$ cat config.mk
export PLATFORM = sky130hd
export DESIGN_NAME = burst_addr_seq
export DESIGN_NICKNAME = d
export VERILOG_FILES = /design/src/rtl/bas_pkg.sv /design/src/rtl/bas_strobe_ctrl.sv /design/src/rtl/bas_beat_counter.sv /design/src/rtl/bas_order_map.sv /design/src/rtl/burst_addr_seq.sv
export SDC_FILE = /design/constraint.sdc
export NUM_CORES = 1
export LEC_CHECK = 0
export ABC_AREA = 1
export BUFFER_PORTS_ARGS = -buffer_cell sky130_fd_sc_hd__buf_2
export CAP_MARGIN = 20
export CORE_MARGIN = 2
export CORE_UTILIZATION = 25
export CTS_BUF_LIST = sky130_fd_sc_hd__clkbuf_8
export DETAILED_ROUTE_END_ITERATION = 10
export PLACE_DENSITY = 0.51
export REMOVE_ABC_BUFFERS = 1
export SLEW_MARGIN = 20
export SYNTH_ARGS = -nofsm -noshare
export SYNTH_HDL_FRONTEND = slang
export SYNTH_SLANG_ARGS = --single-unit
$ cat constraint.sdc
create_clock -name clk -period 1.4 [get_ports clk]
set_clock_uncertainty 0.05 [all_clocks]
set_input_delay 0.28 -clock clk [delete_from_list [all_inputs] [get_ports clk]]
set_output_delay 0.28 -clock clk [all_outputs]
set_load 0.02 [all_outputs]
$ cat src/rtl/bas_pkg.sv
package bas_pkg;
  typedef enum logic {
    ORD_XOR  = 1'b0,
    ORD_WRAP = 1'b1
  } burst_order_e;
endpackage

$ cat src/rtl/bas_strobe_ctrl.sv
module bas_strobe_ctrl (
  input  logic ads_proc_n,
  input  logic ads_ctrl_n,
  input  logic chip_en_n,
  input  logic adv_n,
  output logic load,
  output logic adv_req
);
  logic proc_ok;

  always_comb begin
    proc_ok = !ads_proc_n && !chip_en_n;
    load    = proc_ok || !ads_ctrl_n;
    adv_req = !adv_n && !load;
  end
endmodule

$ cat src/rtl/bas_beat_counter.sv
module bas_beat_counter #(
  parameter int CNT_W = 2
) (
  input  logic             clk,
  input  logic             rst_n,
  input  logic             load,
  input  logic             adv_req,
  output logic [CNT_W-1:0] count,
  output logic             armed,
  output logic             at_end
);
  logic [CNT_W-1:0] count_q;
  logic             armed_q;

  always_ff @(posedge clk) begin
    if (!rst_n) begin
      count_q <= '0;
      armed_q <= 1'b0;
    end else if (load) begin
      count_q <= '0;
      armed_q <= 1'b1;
    end else if (adv_req && armed_q && !(&count_q)) begin
      count_q <= count_q + 1'b1;
    end
  end

  always_comb begin
    count  = count_q;
    armed  = armed_q;
    at_end = armed_q && (&count_q);
  end

  // an accepted advance moves the count by exactly one
  assert_step_R5: assert property (@(posedge clk) disable iff (!rst_n)
    (!load && adv_req && armed && !at_end) |=> (count == $past(count) + 1'b1));

  // once at the last beat the counter stays there until a load
  assert_stop_R9: assert property (@(posedge clk) disable iff (!rst_n)
    (!load && at_end) |=> (at_end && $stable(count)));

  // no advance happens before the first load
  assert_idle_R11: assert property (@(posedge clk) disable iff (!rst_n)
    (!load && !armed) |=> (count == '0));
endmodule

$ cat src/rtl/bas_order_map.sv
module bas_order_map #(
  parameter int CNT_W = 2
) (
  input  logic [CNT_W-1:0]        base_lo,
  input  logic [CNT_W-1:0]        count,
  input  bas_pkg::burst_order_e   order,
  output logic [CNT_W-1:0]        beat_lo
);
  always_comb begin
    case (order)
      bas_pkg::ORD_WRAP: beat_lo = base_lo + count;
      default:           beat_lo = base_lo ^ count;
    endcase
  end
endmodule

$ cat src/rtl/burst_addr_seq.sv
module burst_addr_seq #(
  parameter int ADDR_W = 18,
  parameter int CNT_W  = 2
) (
  input  logic              clk,
  input  logic              rst_n,
  input  logic [ADDR_W-1:0] addr_in,
  input  logic              ads_proc_n,
  input  logic              ads_ctrl_n,
  input  logic              chip_en_n,
  input  logic              adv_n,
  input  logic              lin_mode,
  output logic [ADDR_W-1:0] addr_out,
  output logic              last_beat
);
  localparam int HI_W = ADDR_W - CNT_W;

  logic                  load_w;
  logic                  adv_w;
  logic [CNT_W-1:0]      count_w;
  logic                  armed_w;
  logic                  at_end_w;
  logic [CNT_W-1:0]      beat_lo_w;
  logic [ADDR_W-1:0]     base_q;
  bas_pkg::burst_order_e order_q;

  bas_strobe_ctrl u_strobe (
    .ads_proc_n (ads_proc_n),
    .ads_ctrl_n (ads_ctrl_n),
    .chip_en_n  (chip_en_n),
    .adv_n      (adv_n),
    .load       (load_w),
    .adv_req    (adv_w)
  );

  bas_beat_counter #(.CNT_W(CNT_W)) u_counter (
    .clk     (clk),
    .rst_n   (rst_n),
    .load    (load_w),
    .adv_req (adv_w),
    .count   (count_w),
    .armed   (armed_w),
    .at_end  (at_end_w)
  );

  always_ff @(posedge clk) begin
    if (!rst_n) begin
      base_q  <= '0;
      order_q <= bas_pkg::ORD_XOR;
    end else if (load_w) begin
      base_q  <= addr_in;
      order_q <= lin_mode ? bas_pkg::ORD_WRAP : bas_pkg::ORD_XOR;
    end
  end

  bas_order_map #(.CNT_W(CNT_W)) u_map (
    .base_lo (base_q[CNT_W-1:0]),
    .count   (count_w),
    .order   (order_q),
    .beat_lo (beat_lo_w)
  );

  always_comb begin
    addr_out  = {base_q[ADDR_W-1:CNT_W], beat_lo_w};
    last_beat = at_end_w;
  end

  // the controller strobe always loads the sampled address
  assert_ctrl_load_R2: assert property (@(posedge clk) disable iff (!rst_n)
    !ads_ctrl_n |=> (addr_out == $past(addr_in) && !last_beat));

  // the processor strobe is ignored while the chip enable is inactive
  assert_proc_gated_R4: assert property (@(posedge clk) disable iff (!rst_n)
    (ads_ctrl_n && !ads_proc_n && chip_en_n && adv_n)
      |=> ($stable(addr_out) && $stable(last_beat)));

  // the upper bits change only through a load
  assert_upper_fixed_R8: assert property (@(posedge clk) disable iff (!rst_n)
    !load_w |=> $stable(addr_out[ADDR_W-1:CNT_W]));

  // a strobe beats an advance in the same cycle
  assert_strobe_wins_R10: assert property (@(posedge clk) disable iff (!rst_n)
    (!ads_ctrl_n && !adv_n) |=> (addr_out[CNT_W-1:0] == $past(addr_in[CNT_W-1:0])));

  // with no strobe and no advance the address holds
  assert_hold_R5: assert property (@(posedge clk) disable iff (!rst_n)
    (ads_ctrl_n && (ads_proc_n || chip_en_n) && adv_n) |=> $stable(addr_out));

  // suppress width mismatch concerns for the derived width
  initial begin
    assert_width_R8: assert (HI_W > 0);
  end
endmodule

**Yosys cells after proc, flatten, opt, wreduce, memory -nomap -nowiden**

Cells that the tools add are included.

- Add/subtract/negate cells: 2
- $mul: 0
- Divide/modulo/power cells: 0
- Magnitude comparators: 0
- Equality and inequality tests: 0
- Shift-type cells: 0
- Mux-type cells: 2
- Bitwise operators: 2
- Reduce and logical (&&, ||, !) cells: 14

Operators with widths:

| operator | count |
|---|---|
| logical NOT 1 bit | 6 |
| logical AND 1 bit | 5 |
| adder 2 x 1 -> 2 bit (second input constant) | 1 |
| adder 2 bit | 1 |
| 2-to-1 mux 2 bit | 1 |
| AND reduction 2 bit | 1 |
| OR reduction 2 bit | 1 |
| XOR 2 bit | 1 |
| logical OR 1 bit | 1 |
| 2-to-1 mux 1 bit | 1 |
| NOT 1 bit | 1 |

- Register bits after elaboration: 22
- Latch bits: 0
- RAM bits: 0
- ROM bits: 0
- Bits of input ports: 25
- Output and inout port bits: 19
- Logic and storage cells: 24
- Memories: 0

**Depth between registers and ports, before layout**

- Depth after elaboration: 7
- Mapped depth: 6
- Gate-level depth less buffers: 6

**Modules after synthesis**

A second synthesis with hierarchy kept.

- Cells, all modules: 175
- Area, all modules: 1156.1 um2

Modules (own cells, without submodules):

| module | instances | cells each | area each (um2) | seq. area each (um2) |
|---|---|---|---|---|
| burst_addr_seq | 1 | 136 | 910.9 | 380.4 |
| bas_beat_counter | 1 | 22 | 162.7 | 60.1 |
| bas_order_map | 1 | 13 | 60.1 | 0.0 |
| bas_strobe_ctrl | 1 | 4 | 22.5 | 0.0 |

**Least setup slack after synthesis**

No wires, ideal clock.

- Kind: reg2out
- From: register u_counter.count_q[0], in the netlist u_counter.count[0]
- To: output addr_out[1]
- Arrival time: 825 ps
- Data required time: 1070 ps
- Slack: 245 ps
- Stages on the path, launching flop included: 7
- Buffers on the path: 0
- Cells stage by stage: dfxtp_1 -> ha_1 -> nand2_1 -> inv_1 -> nand2_1 -> nand2_1 -> inv_1

- Longest elaborated chain between the ends: 2

Ends and longest elaborated chain:

| what | line | source |
|---|---|---|
| start: declaration | bas_beat_counter.sv:12 | `logic [CNT_W-1:0] count_q;` |
| start signal: assignment | bas_beat_counter.sv:23 | `count_q <= count_q + 1'b1;` |
| adder 2 bit | bas_order_map.sv:11 | `bas_pkg::ORD_WRAP: beat_lo = base_lo + count;` |
| 2-to-1 mux 2 bit | bas_order_map.sv:10 | `case (order)` |
| end: declaration | burst_addr_seq.sv:13 | `output logic [ADDR_W-1:0] addr_out,` |

Every way passes these cells.

**Final worst setup path**

Ends and elaborated chain as after synthesis.

==> results.txt <==
Worst-Margin Slew - 0.3870 ns
Total global routing overflow - 0
Post-synth EDFFs - 0
Met2 usage - 14.46%
Status - complete, but fails checks
First-pass GRT wire length - 3.146 mm
Area Overhead vs Synth - 21.43%
Avg Cell Area, Syn - 7.815 µm²
Critical path arrival - 1.10 ns
Fin. max-slew vios - 0
Vias in the first global route - 685
Initial antenna violation count - 0
Worst setup EP type - output port
Initial DRC count - 7
Die X - 67.75 µm
WL final - 2.002 mm
Static leakage - 0.6243 nW
Layout cells sized above 1 - 39.24%
Finished Layout Cells - 208
Routability Congestion - 0.7012
Via count - 814
Synth Register Bits - 22
Top area cells in the synthesized netlist - dfxtp_1 43%, nor2_1 15%, buf_4 12%
CTS Buf Count - 3
CTS Buffer Depth - 2
Gr usage total - 9.223%
Largest net degree at the start of global routing - 23
Setup ws final - -0.03390 ns
Critical path class - reg -> out
GR peak layer - met2
Min-Delay Endpoint - base_q[2]$_SDFFE_PN0P_
Final hold vios - 0
Inst Count DP - 203
Synth cell types - 17
Met1 GRT Util - 11.45%
Worst Hold Depth - 3
Most frequent cell after synthesis - nor2_1
RSZ-0062 raised after global routing - true
PortBufs - 43
Dpl ws - 0.1488 ns
Max Freq - 697.4 MHz
Reg clk slew, reported paths - 0.08 ns
Power per cell area - 1131 nW/µm²
Clock Root Buffer - clkbuf_8
Final Cell Area - 1234 µm²
CTS tree - built
Clock Sinks - 22
HP Start - addr_in[2]
HPWL Detailed - 1.397 mm
Worst-Skew Late Latency - 0.26 ns
DR vias/cell - 3.913
Row cnt - 23
Ys Warns - 0
Max Fanout on Critical Path - 3
Commonest cells post-synth - 40 x nor2_1, 22 x dfxtp_1, 16 x buf_4, 10 x o21ai_0
# fillers - 422
Failing checks - setup timing
Final worst path period need - 1.434 ns
Worst setup SP type - flop
Number of setup violations in the final report - 1
Worst vdd ir - 0.0007052 V
Dpl cell area - 1136 µm²
Htree depth - 1
Wire per inst - 9.625 µm
FF-to-FF setup slack - 0.24 ns
ANT nets after route - 0
Max Cap Viol - 0
Fin crit share - 102.4%
CP required - 1.07 ns
Post-synthesis cell area - 1016 µm²
Reg-to-reg critical path endpoint - u_counter.count[1]$_SDFFE_PP0P_
First-pass detailed-route iteration total - 3
Async S/R FF share, synth - 0%
Leading area contributor after synthesis - dfxtp_1
Remaining routing DRC violations - 0
Ys flop type - dfxtp_1
# hold bufs at CTS - 0
Core footprint - 3943 µm²
Starting Density - 25.77%
Io pins - 44
Sequential area share after synthesis - 43.35%
Tightest Hold Check Type - in -> reg
Final-stage net count - 186
Post-synth top area share - 43.35%
DIE AREA - 4590 µm²
Die Ht - 67.75 µm
R2R depth - 6
Worst R2R Start - u_counter.count[0]$_SDFFE_PP0P_
Mapped Cells - 130
Diode count - 0
Met3 usage - 4.167%
Max-slew headroom - 74.16%
-- kinds of logic after synthesis --
| group | count (synthesis) | synth area share [%] |
|---|---|---|
| simple gates | 54 | 21.43 |
| fa+ha+maj | 2 | 2.463 |
| xor+xnor | 1 | 0.8622 |
| buf+inv | 29 | 19.58 |
| compound gates | 22 | 12.32 |
| flops | 22 | 43.35 |
-- cell usage in the layout, fill, tap and decap left out, drive strengths merged --
cell type | Yosys | final
a21oi | 1 | 1
buf | 20 | 46
clkbuf | 2 | 4
dfxtp | 22 | 22
ha | 2 | 2
inv | 7 | 7
nand2 | 9 | 9
nand3b | 2 | 2
nor2 | 43 | 43
o21ai | 21 | 21
xnor2 | 1 | 1
-- sequential cells by signal (all words and copies together) (netlist names) --
signal	cells
order_q	1
u_counter.armed	1
base_q	18
u_counter.count	2
-- report_power, final --
part | leakage, nW | total, mW | switching, mW | internal, mW
logic | 0.411 | 0.248 | 0.148 | 0.0991
clock network | 0.0288 | 0.452 | 0.201 | 0.250
registers | 0.184 | 0.697 | 0.0248 | 0.672
total | 0.624 | 1.40 | 0.374 | 1.02
-- timing repair --
action                     in CTS  in global routing
resized for setup              10                  0
pin swaps                       5                  0
setup endpoints to repair       3                  2
setup buffers                   1                  0
-- how the worst max path moves through the flow --
| stage | startpoint | end | slack [ns] |
|---|---|---|---|
| global placement | u_counter.count[0]$_SDFFE_PP0P_ | addr_out[1] | 0.17 |
| detailed placement | u_counter.count[0]$_SDFFE_PP0P_ | addr_out[1] | 0.15 |
| CTS | u_counter.count[0]$_SDFFE_PP0P_ | addr_out[1] | -0.05 |
| finish | u_counter.count[0]$_SDFFE_PP0P_ | addr_out[1] | -0.03 |
| floorplan | chip_en_n | order_q$_SDFFE_PN0P_ | 0.21 |
| global route | u_counter.count[0]$_SDFFE_PP0P_ | addr_out[1] | -0.11 |
-- routing by layer --
layer  share of wire [%]  wire, µm
met1                  48       970
met4                0.85        17
met3                 7.1       143
met2                  43       870
met5                   0         0
-- cell type report --
cell class              count  area, µm²  area share (%)
flip-flops and latches     22      444.2           36.00
well taps                  50      62.56           5.071
clock buffers               4      55.05           4.462
inverters                   7      26.28           2.130
repair buffers             46      246.5           19.98
multi-input cells          79      399.1           32.35
-- through the flow --
step	hold WS [ns]	setup TNS (ns)	util (%)	total power [mW]
after detailed placement	0.4312	0	28.82	0.9518
after global placement	0.4301	0	28.82	0.9524
after floorplan	0.3385	0	-	0.8447
after CTS	0.1817	-0.05258	31.29	1.429
after global routing	0.1888	-0.1777	31.29	1.496
final	0.1894	-0.03390	31.29	1.396
-- worst max-delay path: stages, from the launching register on --
cell and delay [ns]:
dfxtp_2 0.35, ha_4 0.15, nand2_2 0.05, inv_1 0.04
nand2_1 0.05, nand2_1 0.05, inv_1 0.06, buf_6 0.11
Note: power is estimated with default switching activity, not from simulation.
